$ cat config.mk
export PLATFORM = sky130hd
export DESIGN_NAME = maj_seq_ctrl
export DESIGN_NICKNAME = d
export VERILOG_FILES = /design/src/rtl/maj_seq_pkg.sv /design/src/rtl/maj_seq_ram.sv /design/src/rtl/maj_seq_fsm.sv /design/src/rtl/maj_seq_ctrl.sv
export SDC_FILE = /design/constraint.sdc
export NUM_CORES = 1
export LEC_CHECK = 0
export BUFFER_PORTS_ARGS = -buffer_cell sky130_fd_sc_hd__buf_2
export CAP_MARGIN = 20
export CORE_UTILIZATION = 56
export DETAILED_ROUTE_END_ITERATION = 10
export PLACE_DENSITY_LB_ADDON = 0.05
export SETUP_SLACK_MARGIN = 0.2
export SLEW_MARGIN = 10
export SYNTH_ARGS = -nofsm -noshare
export SYNTH_HDL_FRONTEND = slang
export SYNTH_SLANG_ARGS = --single-unit
$ cat constraint.sdc
create_clock -name clk_i -period 5.8 [get_ports clk_i]
set_input_delay 0.87 -clock clk_i [delete_from_list [all_inputs] [get_ports clk_i]]
set_output_delay 0.87 -clock clk_i [all_outputs]
set_load 0.1 [all_outputs]
$ cat src/rtl/maj_seq_pkg.sv
package maj_seq_pkg;
  typedef enum logic [2:0] {
    ST_IDLE, ST_FETCH, ST_RD_A, ST_RD_B, ST_RD_Z, ST_WR_Z, ST_NEXT, ST_HALT
  } seq_state_e;

  function automatic logic maj3(input logic x, input logic y, input logic z);
    return (x & y) | (x & z) | (y & z);
  endfunction
endpackage

$ cat src/rtl/maj_seq_ram.sv
module maj_seq_ram #(
  parameter int AW = 4,
  parameter int DW = 16
) (
  input  logic          clk_i,
  input  logic          we_i,
  input  logic [AW-1:0] waddr_i,
  input  logic [DW-1:0] wdata_i,
  input  logic [AW-1:0] raddr_a_i,
  output logic [DW-1:0] rdata_a_o,
  input  logic [AW-1:0] raddr_b_i,
  output logic [DW-1:0] rdata_b_o
);
  localparam int Depth = 1 << AW;

  logic [DW-1:0] mem_q [Depth];

  always_ff @(posedge clk_i) begin
    if (we_i) mem_q[waddr_i] <= wdata_i;
  end

  assign rdata_a_o = mem_q[raddr_a_i];
  assign rdata_b_o = mem_q[raddr_b_i];
endmodule

$ cat src/rtl/maj_seq_fsm.sv
module maj_seq_fsm
  import maj_seq_pkg::*;
#(
  parameter int AW = 4,
  parameter int IW = 3 * AW + 4
) (
  input  logic          clk_i,
  input  logic          rst_ni,
  input  logic          mode_i,
  output logic [AW-1:0] pc_o,
  input  logic [IW-1:0] instr_i,
  output logic [AW-1:0] rd_addr_o,
  input  logic          rd_bit_i,
  output logic          wr_en_o,
  output logic [AW-1:0] wr_addr_o,
  output logic          wr_bit_o,
  output logic          done_o
);
  // field positions, destination in the low bits
  localparam int ZLo  = 0;
  localparam int BAdr = AW;
  localparam int BVal = 2 * AW;
  localparam int BCst = 2 * AW + 1;
  localparam int AAdr = 2 * AW + 2;
  localparam int AVal = 3 * AW + 2;
  localparam int ACst = 3 * AW + 3;

  seq_state_e    state_q, state_d;
  logic [AW-1:0] pc_q;
  logic [IW-1:0] ir_q;
  logic          a_q, b_q, z_q;

  logic [AW-1:0] a_adr, b_adr, z_adr;
  logic          halt;

  assign a_adr = ir_q[AAdr +: AW];
  assign b_adr = ir_q[BAdr +: AW];
  assign z_adr = ir_q[ZLo +: AW];
  assign halt  = &z_adr;

  always_comb begin
    state_d = state_q;
    if (!mode_i) begin
      state_d = ST_IDLE;
    end else begin
      case (state_q)
        ST_IDLE:  state_d = ST_FETCH;
        ST_FETCH: state_d = ST_RD_A;
        ST_RD_A:  state_d = halt ? ST_HALT : ST_RD_B;
        ST_RD_B:  state_d = ST_RD_Z;
        ST_RD_Z:  state_d = ST_WR_Z;
        ST_WR_Z:  state_d = ST_NEXT;
        ST_NEXT:  state_d = ST_FETCH;
        ST_HALT:  state_d = ST_HALT;
        default:  state_d = ST_IDLE;
      endcase
    end
  end

  always_ff @(posedge clk_i or negedge rst_ni) begin
    if (!rst_ni) begin
      state_q <= ST_IDLE;
      pc_q    <= '0;
      ir_q    <= '0;
      a_q     <= 1'b0;
      b_q     <= 1'b0;
      z_q     <= 1'b0;
    end else begin
      state_q <= state_d;
      case (state_q)
        ST_IDLE:  pc_q <= '0;
        ST_FETCH: ir_q <= instr_i;
        ST_RD_A:  a_q  <= ir_q[ACst] ? ir_q[AVal] : rd_bit_i;
        ST_RD_B:  b_q  <= ir_q[BCst] ? ir_q[BVal] : rd_bit_i;
        ST_RD_Z:  z_q  <= rd_bit_i;
        ST_NEXT:  pc_q <= pc_q + 1'b1;
        default: ;
      endcase
    end
  end

  always_comb begin
    case (state_q)
      ST_RD_A: rd_addr_o = a_adr;
      ST_RD_B: rd_addr_o = b_adr;
      default: rd_addr_o = z_adr;
    endcase
  end

  assign pc_o      = pc_q;
  assign wr_en_o   = (state_q == ST_WR_Z);
  assign wr_addr_o = z_adr;
  assign wr_bit_o  = maj3(a_q, ~b_q, z_q);
  assign done_o    = (state_q == ST_HALT);


  done_hold_chk: assert property (@(posedge clk_i) disable iff (!rst_ni)
    (done_o && mode_i) |=> done_o);

  mode_low_clear_chk: assert property (@(posedge clk_i) disable iff (!rst_ni)
    !mode_i |=> (!done_o && !wr_en_o));

  serial_write_chk: assert property (@(posedge clk_i) disable iff (!rst_ni)
    wr_en_o |=> !wr_en_o);
endmodule

$ cat src/rtl/maj_seq_ctrl.sv
module maj_seq_ctrl #(
  parameter int AW = 4,
  parameter int IW = 3 * AW + 4
) (
  input  logic          clk_i,
  input  logic          rst_ni,
  input  logic          mode_i,
  input  logic          ext_sel_i,
  input  logic [AW-1:0] ext_addr_i,
  input  logic          ext_we_i,
  input  logic [IW-1:0] ext_wdata_i,
  output logic [IW-1:0] ext_rdata_o,
  output logic          done_o
);
  logic [AW-1:0] pc;
  logic [IW-1:0] instr, im_ext;
  logic [AW-1:0] fsm_rd_addr, fsm_wr_addr;
  logic          fsm_rd_bit, fsm_we, fsm_wr_bit, dm_ext;
  logic          im_we, dm_we, dm_wbit;
  logic [AW-1:0] dm_waddr;
  logic [IW-1:0] rdata_q;

  assign im_we    = !mode_i && ext_we_i && ext_sel_i;
  assign dm_we    = mode_i ? fsm_we : (ext_we_i && !ext_sel_i);
  assign dm_waddr = mode_i ? fsm_wr_addr : ext_addr_i;
  assign dm_wbit  = mode_i ? fsm_wr_bit : ext_wdata_i[0];

  maj_seq_ram #(.AW(AW), .DW(IW)) u_imem (
    .clk_i     (clk_i),
    .we_i      (im_we),
    .waddr_i   (ext_addr_i),
    .wdata_i   (ext_wdata_i),
    .raddr_a_i (pc),
    .rdata_a_o (instr),
    .raddr_b_i (ext_addr_i),
    .rdata_b_o (im_ext)
  );

  maj_seq_ram #(.AW(AW), .DW(1)) u_dmem (
    .clk_i     (clk_i),
    .we_i      (dm_we),
    .waddr_i   (dm_waddr),
    .wdata_i   (dm_wbit),
    .raddr_a_i (fsm_rd_addr),
    .rdata_a_o (fsm_rd_bit),
    .raddr_b_i (ext_addr_i),
    .rdata_b_o (dm_ext)
  );

  maj_seq_fsm #(.AW(AW), .IW(IW)) u_fsm (
    .clk_i     (clk_i),
    .rst_ni    (rst_ni),
    .mode_i    (mode_i),
    .pc_o      (pc),
    .instr_i   (instr),
    .rd_addr_o (fsm_rd_addr),
    .rd_bit_i  (fsm_rd_bit),
    .wr_en_o   (fsm_we),
    .wr_addr_o (fsm_wr_addr),
    .wr_bit_o  (fsm_wr_bit),
    .done_o    (done_o)
  );

  // read register only follows the port in RAM mode
  always_ff @(posedge clk_i or negedge rst_ni) begin
    if (!rst_ni) rdata_q <= '0;
    else if (!mode_i) rdata_q <= ext_sel_i ? im_ext : {{(IW-1){1'b0}}, dm_ext};
  end

  assign ext_rdata_o = rdata_q;


  rdata_hold_chk: assert property (@(posedge clk_i) disable iff (!rst_ni)
    mode_i |=> $stable(ext_rdata_o));

  halt_no_write_chk: assert property (@(posedge clk_i) disable iff (!rst_ni)
    (mode_i && fsm_we) |-> !(&fsm_wr_addr));

  ext_blocked_chk: assert property (@(posedge clk_i) disable iff (!rst_ni)
    mode_i |-> !im_we);
endmodule

; Yosys cells after proc, flatten, opt, wreduce, memory -nomap -nowiden
; Memory sizes are Yosys's and may differ from the RTL's. A register that Yosys moved wholly into a read port is not among the register bits.
; Cells that the tools add are included.
[word_totals]
reg_bits = 26
ram_bits = 272
input_bits = 25
out_inout_bits = 17
mem_count = 2
[memory_table]
columns = memory, depth, width, rd, rd_ports_with_merged_regs, write_ports, line_no
row1 = u_imem.mem_q, 16, 16, 2, 1, 1, maj_seq_ram.sv:16  ; logic [DW-1:0] mem_q [Depth];
row2 = u_dmem.mem_q, 16, 1, 2, 0, 1, maj_seq_ram.sv:16
[classes]
n_addsub = 1
n_eq_ne = 7
muxes = 15
n_bitwise = 6
n_reduce_logical = 10
[ops]
columns = cell, n
row1 = $pmux 3 s7, 1
row2 = $mux 16, 1
row3 = $pmux 4 s2, 2
row4 = $eq 3x3->1 const B, 4
row5 = $mux 1, 8
row6 = $eq 3x2->1 const B, 2
row7 = $mux 3, 2
row8 = $add 4x1->4 const B, 1
row9 = $mux 4, 1
row10 = $reduce_and 4->1, 1
row11 = $and 1x1->1, 3
row12 = $eq 3x1->1 const B, 1
row13 = $logic_and 1x1->1, 3
row14 = $logic_not 1->1, 3
row15 = $logic_not 3->1, 1
row16 = $or 1x1->1, 2
row17 = $reduce_bool 2->1, 1
row18 = $reduce_or 2->1, 1
row19 = $not 1->1, 1

; Depth between registers and ports, before layout
; Gate-level depths: netlist of the first run.
[logic_depth]
depth_word = 5
mapped_depth = 8
depth_no_buf = 6

; Cells and area by module
; From an unflattened synthesis of the first run, not the netlist that was laid out.
[unflattened]
hier_cells = 788
hier_area_um2 = 14736.6
[modules_own_cells]
columns = mod, n_inst, cells_each, area_per_inst_um2
row1 = maj_seq_ram at u_imem, 1, 553, 11728.7
row2 = maj_seq_fsm, 1, 107, 1292.5
row3 = maj_seq_ram at u_dmem, 1, 53, 860.8
row4 = maj_seq_ctrl, 1, 75, 854.6

; Worst setup path after synthesis of the first run
; OpenSTA, ideal clock, no wires.
[synth_timing]
kind = input-to-reg
startpoint = in ext_addr_i[2]
endpoint = mem u_imem.mem_q[12][0] (enable)
setup_ns = 0.409
t_arrival_ns = 2.793
required_ns = 5.391
slack_ns = 2.597
cell_stages = 4
n_path_buf = 2
path_cell_list = buf_2 > buf_1 > nand4_1 > nor3_1
[synth_rtl]
columns = item, line_no
row1 = start: declaration, maj_seq_ctrl.sv:9  ; input logic [AW-1:0] ext_addr_i,
row2 = end: declaration, maj_seq_ram.sv:16
; No word-level cell before the write port.

; Worst setup path in the final report of the first run
[layout_timing]
startpoint = in ext_addr_i[0]
endpoint = mem u_imem.mem_q[5][12] (enable)
; No word-level cell before the write port.

==> results of run 1 <==
==> cell usage after synthesis, types with 8 or more instances <==
cell and number:
mux2i_1 14, o21ai_0 8, clkbuf_1 26, nand2_1 14, a22o_1 18, nor2_1 34
buf_1 11, edfxtp_1 272, buf_2 12, mux4_2 165, mux2_2 16, dfrtp_1 42
==> worst max-delay path: stages <==
cell and delay, ns:
buf_4 0.56, buf_4 0.55, nand2b_1 0.34, nor2_2 0.85
==> layer usage <==
layer / up-vias / part of all wire (%) / track usage (%)
met4: 0 / 1.3 / 5.52
met5: - / 0 / 0
li1: 3166 / - / -
met3: 43 / 11 / 7.85
met1: 4221 / 41 / 42.2
met2: 423 / 47 / 42.2
==> area by class of cell <==
type | instances | area (um^2)
Sequential cell | 314 | 9220
Inverter | 7 | 26.3
Clock inverter | 16 | 165
Clock buffer | 45 | 956
Tap cell | 330 | 413
Multi-Input combinational cell | 344 | 5030
Fill cell | 1696 | 9140
Timing Repair Buffer | 58 | 374
Antenna cell | 1 | 2.50
==> cell families (layout without fill, tap and decap cells) <==
logic type / Yosys count / after routing / share of synthesized area [%]
multiplexers: 199 / 199 / 28.3
adder cells (fa/ha/maj): 2 / 2 / 0.155
other: 0 / 1 / 0
flip-flops: 314 / 314 / 63.5
AND/OR/NAND/NOR: 89 / 89 / 3.04
AO/OA/AOI/OAI: 54 / 54 / 2.77
buffers and inverters: 65 / 126 / 2.32
==> power breakdown <==
group	leakage [nW]	internal [mW]	switching [mW]
sequential	2.97	2.53	0.0674
combinational	1.71	0.216	0.331
clock	0.546	1.30	0.874
total	5.23	4.05	1.27
==> sequential cells by signal, indices dropped and copies added, names as in the netlist, 3 cells and up <==
register / cells
u_fsm.ir_q: 16
ext_rdata_o: 16
u_fsm.pc_o: 4
u_dmem.mem_q: 16
u_fsm.state_q: 3
u_imem.mem_q: 256
==> placed cells by master (no fill, tap or decap), types with 2 or more instances in the layout <==
cell and n:
edfxtp_1 272, mux4_2 165, dfrtp_1 40, buf_2 39, clkbuf_16 37, nor2_1 22, a22o_1 18, mux2_2 16
buf_4 16, nand2_1 14, mux2i_1 14, nor2_2 12, o21ai_0 8, clkbuf_1 8, inv_1 7, clkinv_1 7
nand2b_1 5, nand4_1 5, nor2b_1 5, o22ai_1 5, nor3_2 4, and3_1 3, a21boi_0 3, nand3_1 3
a21oi_1 3, o21ai_1 3, mux2_4 3, a22oi_1 3, bufinv_16 3, clkinv_2 3, nor2b_2 2, a31oi_1 2
nor3_1 2, nor3b_1 2, and3b_1 2, and2_1 2, nand3b_1 2, a221oi_1 2
==> how the worst min path moves through the flow <==
| stage | start | to | slack (ns) | cells past startpoint |
|---|---|---|---|---|
| 5_1_grt | rst_ni | ext_rdata_o[6] | 0.27 | 1 |
| 3_3_place_gp | u_fsm.ir_q[8] | u_fsm.ir_q[8] | 0.49 | 1 |
| 3_5_place_dp | ext_rdata_o[3] | ext_rdata_o[3] | 0.49 | 1 |
| 2_1_floorplan | u_fsm.a_q | u_fsm.a_q | 0.45 | 2 |
| 6_report | rst_ni | ext_rdata_o[6] | 0.26 | 1 |
| 4_1_cts | ext_rdata_o[0] | ext_rdata_o[0] | 0.51 | 2 |
==> through the flow <==
step	cells	cell area [um^2]	utilization, %
after floorplan	723	14500	-
after global placement	1050	15000	59.3
after detailed placement	1050	15000	59.3
after CTS	1111	16100	63.7
after global routing	1114	16200	63.9
final	1115	16200	63.9
==> metrics.log, run 1 <==
[metrics] number of clock buffers inserted by TritonCTS: 35
[metrics] data required time of the critical path: 5.93 ns
[metrics] highest clock rate: 0.327 GHz
[metrics] clock latency of the later-clocked register in the worst-skew pair: 0.52 ns
[metrics] top-level port count: 42
[metrics] DRC marker count from the first detailed-route iteration: 1054
[metrics] endpoints failing hold: 0
[metrics] Crit Reg-Reg Endpoint: u_fsm.ir_q[3]
[metrics] area of the core region: 25300 um^2
[metrics] top fanout value on the critical path: 37
[metrics] via count normalized by instance count: 7.04
[metrics] chip width: 163 um
[metrics] static leakage: 5.23 nW
[metrics] portion of synthesized cell area occupied by the leading cell type: 56.2%
[metrics] origin of the worst setup path: ext_addr_i[0]
[metrics] Synth cell types: 48
[metrics] leading post-synthesis cells by cell area: edfxtp_1, mux4_2, dfrtp_1
[metrics] FF+latch count, synth: 314
[metrics] global router's overall resource usage: 28.2%
[metrics] vias after detailed routing: 7853
[metrics] unrepaired setup endpoints after global routing: false
[metrics] outcome: finished clean
[metrics] total number of H-tree levels: 2
[metrics] Die Y: 163 um
[metrics] Worst slew margin: 28.3%
[metrics] aggregate routed wire length: 35200 um
[metrics] post-route clock skew: 0.0150 ns
[metrics] Post-Synthesis Cells: 723
[metrics] share of the cycle needed by the critical path after routing: 52.7%
[metrics] Worst Path Arrival: 3.19 ns
[metrics] post-detailed-route wirelength per cell: 31.6 um
[metrics] total power: 5.32 mW
[metrics] cell type with the largest total area after synthesis: edfxtp_1
[metrics] logic depth of the worst register-to-register path: 5
[metrics] post-synthesis sequential area ratio: 63.5%
[metrics] worst setup path class: input pin to flip-flop
[metrics] Worst Setup Slack post-DPL: 2.08 ns
[metrics] post-synth design cell area: 14500 um^2
[metrics] mean cell area of the mapped netlist: 20.1 um^2
[metrics] commonest register cell after synthesis: edfxtp_1
[metrics] worst hold slack after final layout: 0.263 ns
[metrics] CP Capture Point: u_imem.mem_q[5][12]
[metrics] CTS Root Cell: clkbuf_16
[metrics] share of flip-flops with an asynchronous set or reset: 13.4%
[metrics] Post-DP HPWL: 23100 um
[metrics] Setup Fix Bufs, Post-CTS: 0
[metrics] Setup-failing EPs final: 0
[metrics] hold crit path type: input pin to async pin
[metrics] number of antenna violations at the first check in global routing: 2
[metrics] reg2reg setup slack: 2.78 ns
[metrics] last weighted congestion value of the routability-driven placer: 0.828
[metrics] global-route wire length before repair: 53000 um
[metrics] count of standard-cell rows: 58
[metrics] CTS Hold Bufs: 0
[metrics] worst voltage drop across the vdd grid: 311 uV
[metrics] Setup crit end kind: flip-flop
[metrics] P&R area growth vs syn: 11.4%
[metrics] floorplan die area: 26600 um^2
[metrics] antenna-violating nets left: 0
[metrics] Clock transition at path regs: 0.06 ns
[metrics] PwrDens: 329 nW/um^2
[metrics] ratio of cells with drive above 1 in the final layout: 39.8%
[metrics] least setup slack across all paths after layout: 2.74 ns
[metrics] number of detailed-route iterations in the first pass: 5
[metrics] MaxCap Viol Count: 0
[metrics] Post-Synthesis Net Count: 749
[metrics] post-CTS resize count: 0
[metrics] total negative slack for setup checks: 0 ns
[metrics] initial core utilization: 57.4%
[metrics] net count reported at finish: 786
[metrics] kind of start point of the critical path: input pin
[metrics] clock tree from TritonCTS: yes
[metrics] number of max-slew violations in the final report: 0
[metrics] via count of the first global-routing pass: 8103
[metrics] Synth Warn #: 0
[metrics] actual slew at the worst max-slew pin: 1.08 ns
[metrics] grt total ovfl: 0
[metrics] largest net degree at the start of global routing: 53
[metrics] Remaining DRCs: 0
[metrics] Period minus WS final: 3.06 ns
[metrics] buffers from clock root to sink, at most: 3
[metrics] Num Clock Sinks: 314
[metrics] Post-synth EDFFs: 272
[metrics] input/output buffers: 41
[metrics] worst reg2reg path startpoint: u_fsm.pc_o[0]
(Power assumes the default switching activity.)
==> run 2, diff against run 1 <==
- clock period: 5.8 -> 2.95 ns (I/O delays scaled with it)
==> run 2 against run 1 <==
Compared with the run above:
- register-to-register slack worse by 2.3 ns
- non-clock buffer count rose by 40
- cell area grew 2.1%
- clock-buffer cell count decreased by 2
==> metrics.log, run 2 (same netlist as run 1, synthesis figures left out) <==
[metrics] clock latency of the later-clocked register in the worst-skew pair: 0.53 ns (about the same)
[metrics] largest net degree at the start of global routing: 40 (-25%)
[metrics] PwrDens: 623 nW/um^2 (+89%)
[metrics] number of clock buffers inserted by TritonCTS: 34 (-2.9%)
[metrics] total negative slack for setup checks: 0 ns (unchanged)
[metrics] input/output buffers: 41 (unchanged)
[metrics] Post-DP HPWL: 22700 um (-2.1%)
[metrics] Filler Cell Count: 1714 (+1.1%)
[metrics] initial core utilization: 57.4% (unchanged)
[metrics] area taken by flip-flops and latches: 9220 um^2 (unchanged)
[metrics] CTS Hold Bufs: 1 (+1)
[metrics] endpoints failing hold: 0 (unchanged)
[metrics] post-detailed-route wirelength per cell: 30.9 um (-2.3%)
[metrics] total number of H-tree levels: 2 (unchanged)
[metrics] start point of the worst min-delay path: ext_wdata_i[4]
[metrics] post-CTS resize count: 0 (unchanged)
[metrics] Num Clock Sinks: 314 (unchanged)
[metrics] MaxCap Viol Count: 0 (unchanged)
[metrics] area of the core region: 25300 um^2 (unchanged)
[metrics] Clock transition at path regs: 0.06 ns (about the same)
[metrics] worst reg2reg path startpoint: u_fsm.pc_o[0]
[metrics] global router's overall resource usage: 28.5% (+0.33 points)
[metrics] vias after detailed routing: 8010 (+2.0%)
[metrics] top-level port count: 42 (unchanged)
[metrics] data required time of the critical path: 3.34 ns (-2.59 ns)
[metrics] DRC marker count from the first detailed-route iteration: 921 (-13%)
[metrics] grt total ovfl: 0 (unchanged)
[metrics] via count normalized by instance count: 6.94 (-1.4%)
[metrics] count of standard-cell rows: 58 (unchanged)
[metrics] post-route clock skew: 0.0285 ns (+0.0134 ns)
[metrics] static leakage: 5.44 nW (+4.1%)
[metrics] actual slew at the worst max-slew pin: 0.727 ns (-0.348 ns)
[metrics] buffers from clock root to sink, at most: 3 (unchanged)
[metrics] global-route wire length before repair: 53200 um (+0.36%)
[metrics] kind of start point of the critical path: flip-flop
[metrics] area of the multi-input gates: 5040 um^2 (+0.25%)
[metrics] clock tree from TritonCTS: yes
[metrics] number of detailed-route iterations in the first pass: 5 (unchanged)
[metrics] hold crit path type: input pin to flip-flop
[metrics] worst voltage drop across the vdd grid: 483 uV (+55%)
[metrics] number of antenna violations at the first check in global routing: 1 (-1)
[metrics] number of diodes: 0 (-1)
[metrics] origin of the worst setup path: u_fsm.pc_o[0]
[metrics] Remaining DRCs: 0 (unchanged)
[metrics] total power: 10.3 mW (+93%)
[metrics] final instance count without filler cells: 1154 (+3.5%)
[metrics] outcome: finished clean
[metrics] Die Y: 163 um (unchanged)
[metrics] leading cell types in the layout, fill and taps excluded: edfxtp_1, mux4_2, buf_4
[metrics] Worst Path Arrival: 2.86 ns (-0.33 ns)
[metrics] via count of the first global-routing pass: 8246 (+1.8%)
[metrics] most frequent standard cell in the layout excluding fill and tap cells: edfxtp_1
[metrics] Worst slew margin: 51.5% (+23 points)
[metrics] Period minus WS final: 2.47 ns
[metrics] net count reported at finish: 825 (+5.0%)
[metrics] P&R area growth vs syn: 13.8%
[metrics] floorplan die area: 26600 um^2 (unchanged)
[metrics] number of max-slew violations in the final report: 0 (unchanged)
[metrics] Setup-failing EPs final: 0 (unchanged)
[metrics] CTS Root Cell: clkbuf_16
[metrics] Setup Fix Bufs, Post-CTS: 0 (unchanged)
[metrics] Top reg by flops: u_imem.mem_q
[metrics] max reg flops: 256 (unchanged)
[metrics] aggregate routed wire length: 35600 um (+1.1%)
[metrics] count of placed standard cells including taps: 1092 (+4.0%)
[metrics] worst setup path class: flip-flop to flip-flop
[metrics] Setup crit end kind: flip-flop
[metrics] top fanout value on the critical path: 23 (-38%)
[metrics] share of the cycle needed by the critical path after routing: 83.8%
[metrics] highest clock rate: 0.404 GHz
[metrics] antenna-violating nets left: 0 (unchanged)
[metrics] last weighted congestion value of the routability-driven placer: 0.887 (+7.0%)
[metrics] chip width: 163 um (unchanged)
[metrics] unrepaired setup endpoints after global routing: false
[metrics] ratio of cells with drive above 1 in the final layout: 43.1% (+3.3 points)
## run 2: changes by cell type in the layout (fill, tap and decap cells not counted), sizes merged
cell         delta
clkbuf          -2
dlygate4sd3     +1
buf            +39
bufinv          -1
inv             +1
clkinvlp        +1
diode           -1
clkinv          +1
## run 2: metrics by stage
| step | hold WS [ns] | util, % | setup WS (ns) | area [um^2] |
|---|---|---|---|---|
| global route | 0.292 | 65.3 | 0.361 | 16500 |
| floorplan | 0.147 | - | 0.219 | 14500 |
| detailed placement | 0.489 | 61.0 | 0.388 | 15400 |
| finish | 0.291 | 65.3 | 0.477 | 16500 |
| CTS | 0.279 | 65.3 | 0.452 | 16500 |
| global placement | 0.483 | 61.0 | 0.438 | 15400 |
## run 2: worst paths after layout
| check | cells after the start | endpoint | slack, ns |
|---|---|---|---|
| min reg2reg | 1 | ext_rdata_o[1] | 0.50 |
| max | 4 | u_fsm.ir_q[5] | 0.48 |
| min in group asynchronous | 2 | u_fsm.ir_q[7] | 0.52 |
| min | 1 | u_imem.mem_q[12][4] | 0.29 |
| max in group asynchronous | 3 | ext_rdata_o[15] | 1.70 |
| max reg2reg | 4 | u_fsm.ir_q[5] | 0.48 |
## run 2: layout make-up
cell class / instances / area share [%]
clock buffer: 43 / 5.53
inverter: 7 / 0.159
tap: 330 / 2.50
sequential: 314 / 55.8
multi-input combinational: 344 / 30.5
timing repair buffer: 98 / 4.56
clock inverter: 18 / 0.939
## run 2: where the power goes
part	leakage (nW)	total, mW	switching [mW]	internal [mW]
Sequential	2.97	5.11	0.131	4.98
Clock	0.527	4.10	1.71	2.38
Combinational	1.95	1.09	0.641	0.444
Total	5.44	10.3	2.49	7.81
## run 2: routing by layer
metal / routed length, um / vias to the layer above / track usage [%] / part of all wire (%)
met4: 1140 / 2 / 9.47 / 3.2
met5: 13 / - / 0 / 0.036
met1: 13800 / 4262 / 40.7 / 39
met3: 3110 / 96 / 5.15 / 8.7
met2: 17500 / 415 / 45.1 / 49
li1: - / 3235 / - / -
## run 2: critical path, cell delays in order (launching register included)
cell	delay [ns]
dfrtp_4	0.70
buf_12	0.29
mux4_2	0.53
mux4_2	0.53
mux2_2	0.28
==> run 3, diff against run 2 <==
- clock period: 2.95 -> 2.5 ns (I/O delays scaled with it)
==> run 3 against run 2 <==
Compared with the run above:
- critical endpoint is now u_fsm.ir_q[4]
- clock skew is 0.0060 ns lower
- final cell count is 0.87% higher
- via count is 1.5% lower
- worst hold slack got worse by 0.088 ns
- critical path type unchanged
- critical path depth stayed put
- cell area rose by 1.1%
- sequential power increased by 18%
==> metrics.log, run 3 (same netlist as run 1, synthesis figures left out) <==
[metrics] outcome: finished clean
[metrics] vias after detailed routing: 7892 (-1.5%)
[metrics] reg2reg setup slack: 0.23 ns (-0.25 ns)
[metrics] Post-DP HPWL: 23400 um (+3.1%)
[metrics] PwrDens: 744 nW/um^2 (+19%)
[metrics] ratio of cells with drive above 1 in the final layout: 43.9% (+0.80 points)
[metrics] number of detailed-route iterations in the first pass: 7 (+2)
[metrics] antenna-violating nets left: 0 (unchanged)
[metrics] via count of the first global-routing pass: 8357 (+1.3%)
[metrics] critical path's top delay family: multiplexers
[metrics] worst reg2reg path startpoint: u_fsm.pc_o[0]
[metrics] switch share: 23.6% (-0.58 points)
[metrics] Period minus WS final: 2.27 ns (-0.203 ns)
[metrics] number of clock buffers inserted by TritonCTS: 34 (unchanged)
[metrics] actual slew at the worst max-slew pin: 0.543 ns (-0.184 ns)
[metrics] hold crit path type: input pin to flip-flop
[metrics] post-detailed-route wirelength per cell: 31.0 um (+0.31%)
[metrics] top fanout value on the critical path: 27 (+17%)
[metrics] dominant cell type by count on the critical path: mux4_2
[metrics] least setup slack across all paths after layout: 0.231 ns (-0.247 ns)
[metrics] Remaining DRCs: 0 (unchanged)
[metrics] sequential cell fraction of total power: 48.5% (-1.2 points)
[metrics] data required time of the critical path: 2.90 ns (-0.44 ns)
[metrics] max reg flops: 256 (unchanged)
[metrics] area of the multi-input gates: 5060 um^2 (+0.37%)
[metrics] Worst Setup Slack post-DPL: 0.151 ns (-0.237 ns)
[metrics] Setup crit end kind: flip-flop
[metrics] Num Clock Sinks: 314 (unchanged)
[metrics] grt total ovfl: 0 (unchanged)
[metrics] most frequent standard cell in the layout excluding fill and tap cells: edfxtp_1
[metrics] start point of the worst min-delay path: ext_sel_i
[metrics] via count normalized by instance count: 6.78 (-2.3%)
[metrics] post-route clock skew: 0.0224 ns (-0.00601 ns)
[metrics] internal cell power: 9.49 mW (+22%)
[metrics] kind of start point of the critical path: flip-flop
[metrics] worst setup path class: flip-flop to flip-flop
[metrics] static leakage: 5.53 nW (+1.6%)
[metrics] top-level port count: 42 (unchanged)
[metrics] CTS Root Cell: clkbuf_16
[metrics] global-route wire length before repair: 54500 um (+2.4%)
[metrics] count of placed standard cells including taps: 1102 (+0.92%)
[metrics] Die Y: 163 um (unchanged)
[metrics] last weighted congestion value of the routability-driven placer: 0.858 (-3.2%)
[metrics] final core utilization: 65.9% (+0.69 points)
[metrics] total negative slack for setup checks: 0 ns (unchanged)
[metrics] floorplan die area: 26600 um^2 (unchanged)
[metrics] delay contributed by the slowest stage of the critical path: 0.55 ns (-0.15 ns)
[metrics] leading cell types in the layout, fill and taps excluded: edfxtp_1, mux4_2, buf_4
[metrics] origin of the worst setup path: u_fsm.pc_o[0]
[metrics] aggregate routed wire length: 36100 um (+1.2%)
[metrics] clock latency of the later-clocked register in the worst-skew pair: 0.51 ns (-0.02 ns)
[metrics] number of antenna violations at the first check in global routing: 0 (-1)
[metrics] P&R area growth vs syn: 15.0%
[metrics] combinational power share: 10.7% (+0.2 points)
[metrics] net count reported at finish: 835 (+1.2%)
[metrics] input/output buffers: 41 (unchanged)
[metrics] number of buffer and inverter stages on the critical path: 1 (unchanged)
[metrics] Setup-failing EPs final: 0 (unchanged)
[metrics] area taken by flip-flops and latches: 9220 um^2 (unchanged)
[metrics] chip width: 163 um (unchanged)
[metrics] number of max-slew violations in the final report: 0 (unchanged)
[metrics] count of standard-cell rows: 58 (unchanged)
[metrics] number of diodes: 0 (unchanged)
[metrics] buffers from clock root to sink, at most: 3 (unchanged)
[metrics] net switching power of the design: 2.93 mW (+18%)
[metrics] Filler Cell Count: 1677 (-2.2%)
[metrics] endpoints failing hold: 0 (unchanged)
[metrics] worst voltage drop across the vdd grid: 623 uV (+29%)
[metrics] total number of H-tree levels: 2 (unchanged)
[metrics] Worst Path Arrival: 2.67 ns (-0.19 ns)
[metrics] DRC marker count from the first detailed-route iteration: 934 (+1.4%)
[metrics] final instance count without filler cells: 1164 (+0.87%)
[metrics] unrepaired setup endpoints after global routing: true
[metrics] part of the power in the clock network: 40.9% (+1.1 points)
[metrics] share of the cycle needed by the critical path after routing: 90.8% (+6.9 points)
[metrics] Worst slew margin: 63.4% (+12 points)
[metrics] initial core utilization: 57.4% (unchanged)
[metrics] clock tree from TritonCTS: yes
[metrics] worst path cell trace: buf_16, mux4_2, mux4_2, mux2_2
[metrics] MaxCap Viol Count: 0 (unchanged)
[metrics] highest clock rate: 0.441 GHz (+9.0%)
[metrics] Top reg by flops: u_imem.mem_q
[metrics] Clock transition at path regs: 0.06 ns (about the same)
[metrics] highest-delay cell along the critical path: mux4_2
[metrics] global router's overall resource usage: 29.0% (+0.53 points)
[metrics] largest net degree at the start of global routing: 40 (unchanged)
[metrics] area of the core region: 25300 um^2 (unchanged)
==> run 3: through the flow <==
step	power [mW]	cell area, um^2	hold slack (ns)
global placement	7.40	15500	0.283
CTS	12.5	16700	0.197
finish	12.4	16700	0.202
detailed placement	7.44	15500	0.292
global route	12.8	16700	0.235
floorplan	7.02	14500	0.0794
==> run 3: layout make-up <==
type | instances | share of cell area (%)
clock buffer | 44 | 5.63
clock inverter | 17 | 1.15
inverter | 7 | 0.157
multi-input combinational | 344 | 30.3
sequential | 314 | 55.2
tap | 330 | 2.47
timing repair buffer | 108 | 5.08
==> run 3: path summary, 6_finish.rpt <==
path | cells past startpoint | end
max reg2reg | 4 | u_fsm.ir_q[4]
min in group asynchronous | 2 | u_fsm.pc_o[3]
min | 3 | ext_rdata_o[0]
max | 4 | u_fsm.ir_q[4]
min reg2reg | 2 | ext_rdata_o[0]
max in group asynchronous | 3 | u_fsm.ir_q[14]
==> run 3: what timing repair did <==
action	in CTS	in global routing
hold buffers	1	0
hold endpoints to repair	12	0
setup buffers	0	0
resized for setup	0	2
setup endpoints to repair	0	4
==> run 3: power groups by stage <==
stage | logic [mW] | registers, mW | clock network [mW]
floorplan | 0.774 | 6.25 | 0
global route | 1.42 | 6.03 | 5.33
finish | 1.32 | 6.02 | 5.08
CTS | 1.32 | 6.02 | 5.14
detailed placement | 1.31 | 6.12 | 0
global placement | 1.28 | 6.12 | 0
==> run 3: metal layers <==
layer	up-vias	track usage, %	routed length [um]
met4	0	7.18	665
met2	362	47.8	18500
met1	4215	40.4	14200
met5	-	0	0
met3	51	5.74	2670
li1	3264	-	-
==> run 3: worst register-to-register path, cell delays in order (launching register included) <==
cell,delay [ns]
dfrtp_4,0.51
buf_16,0.25
mux4_2,0.59
mux4_2,0.54
mux2_2,0.28
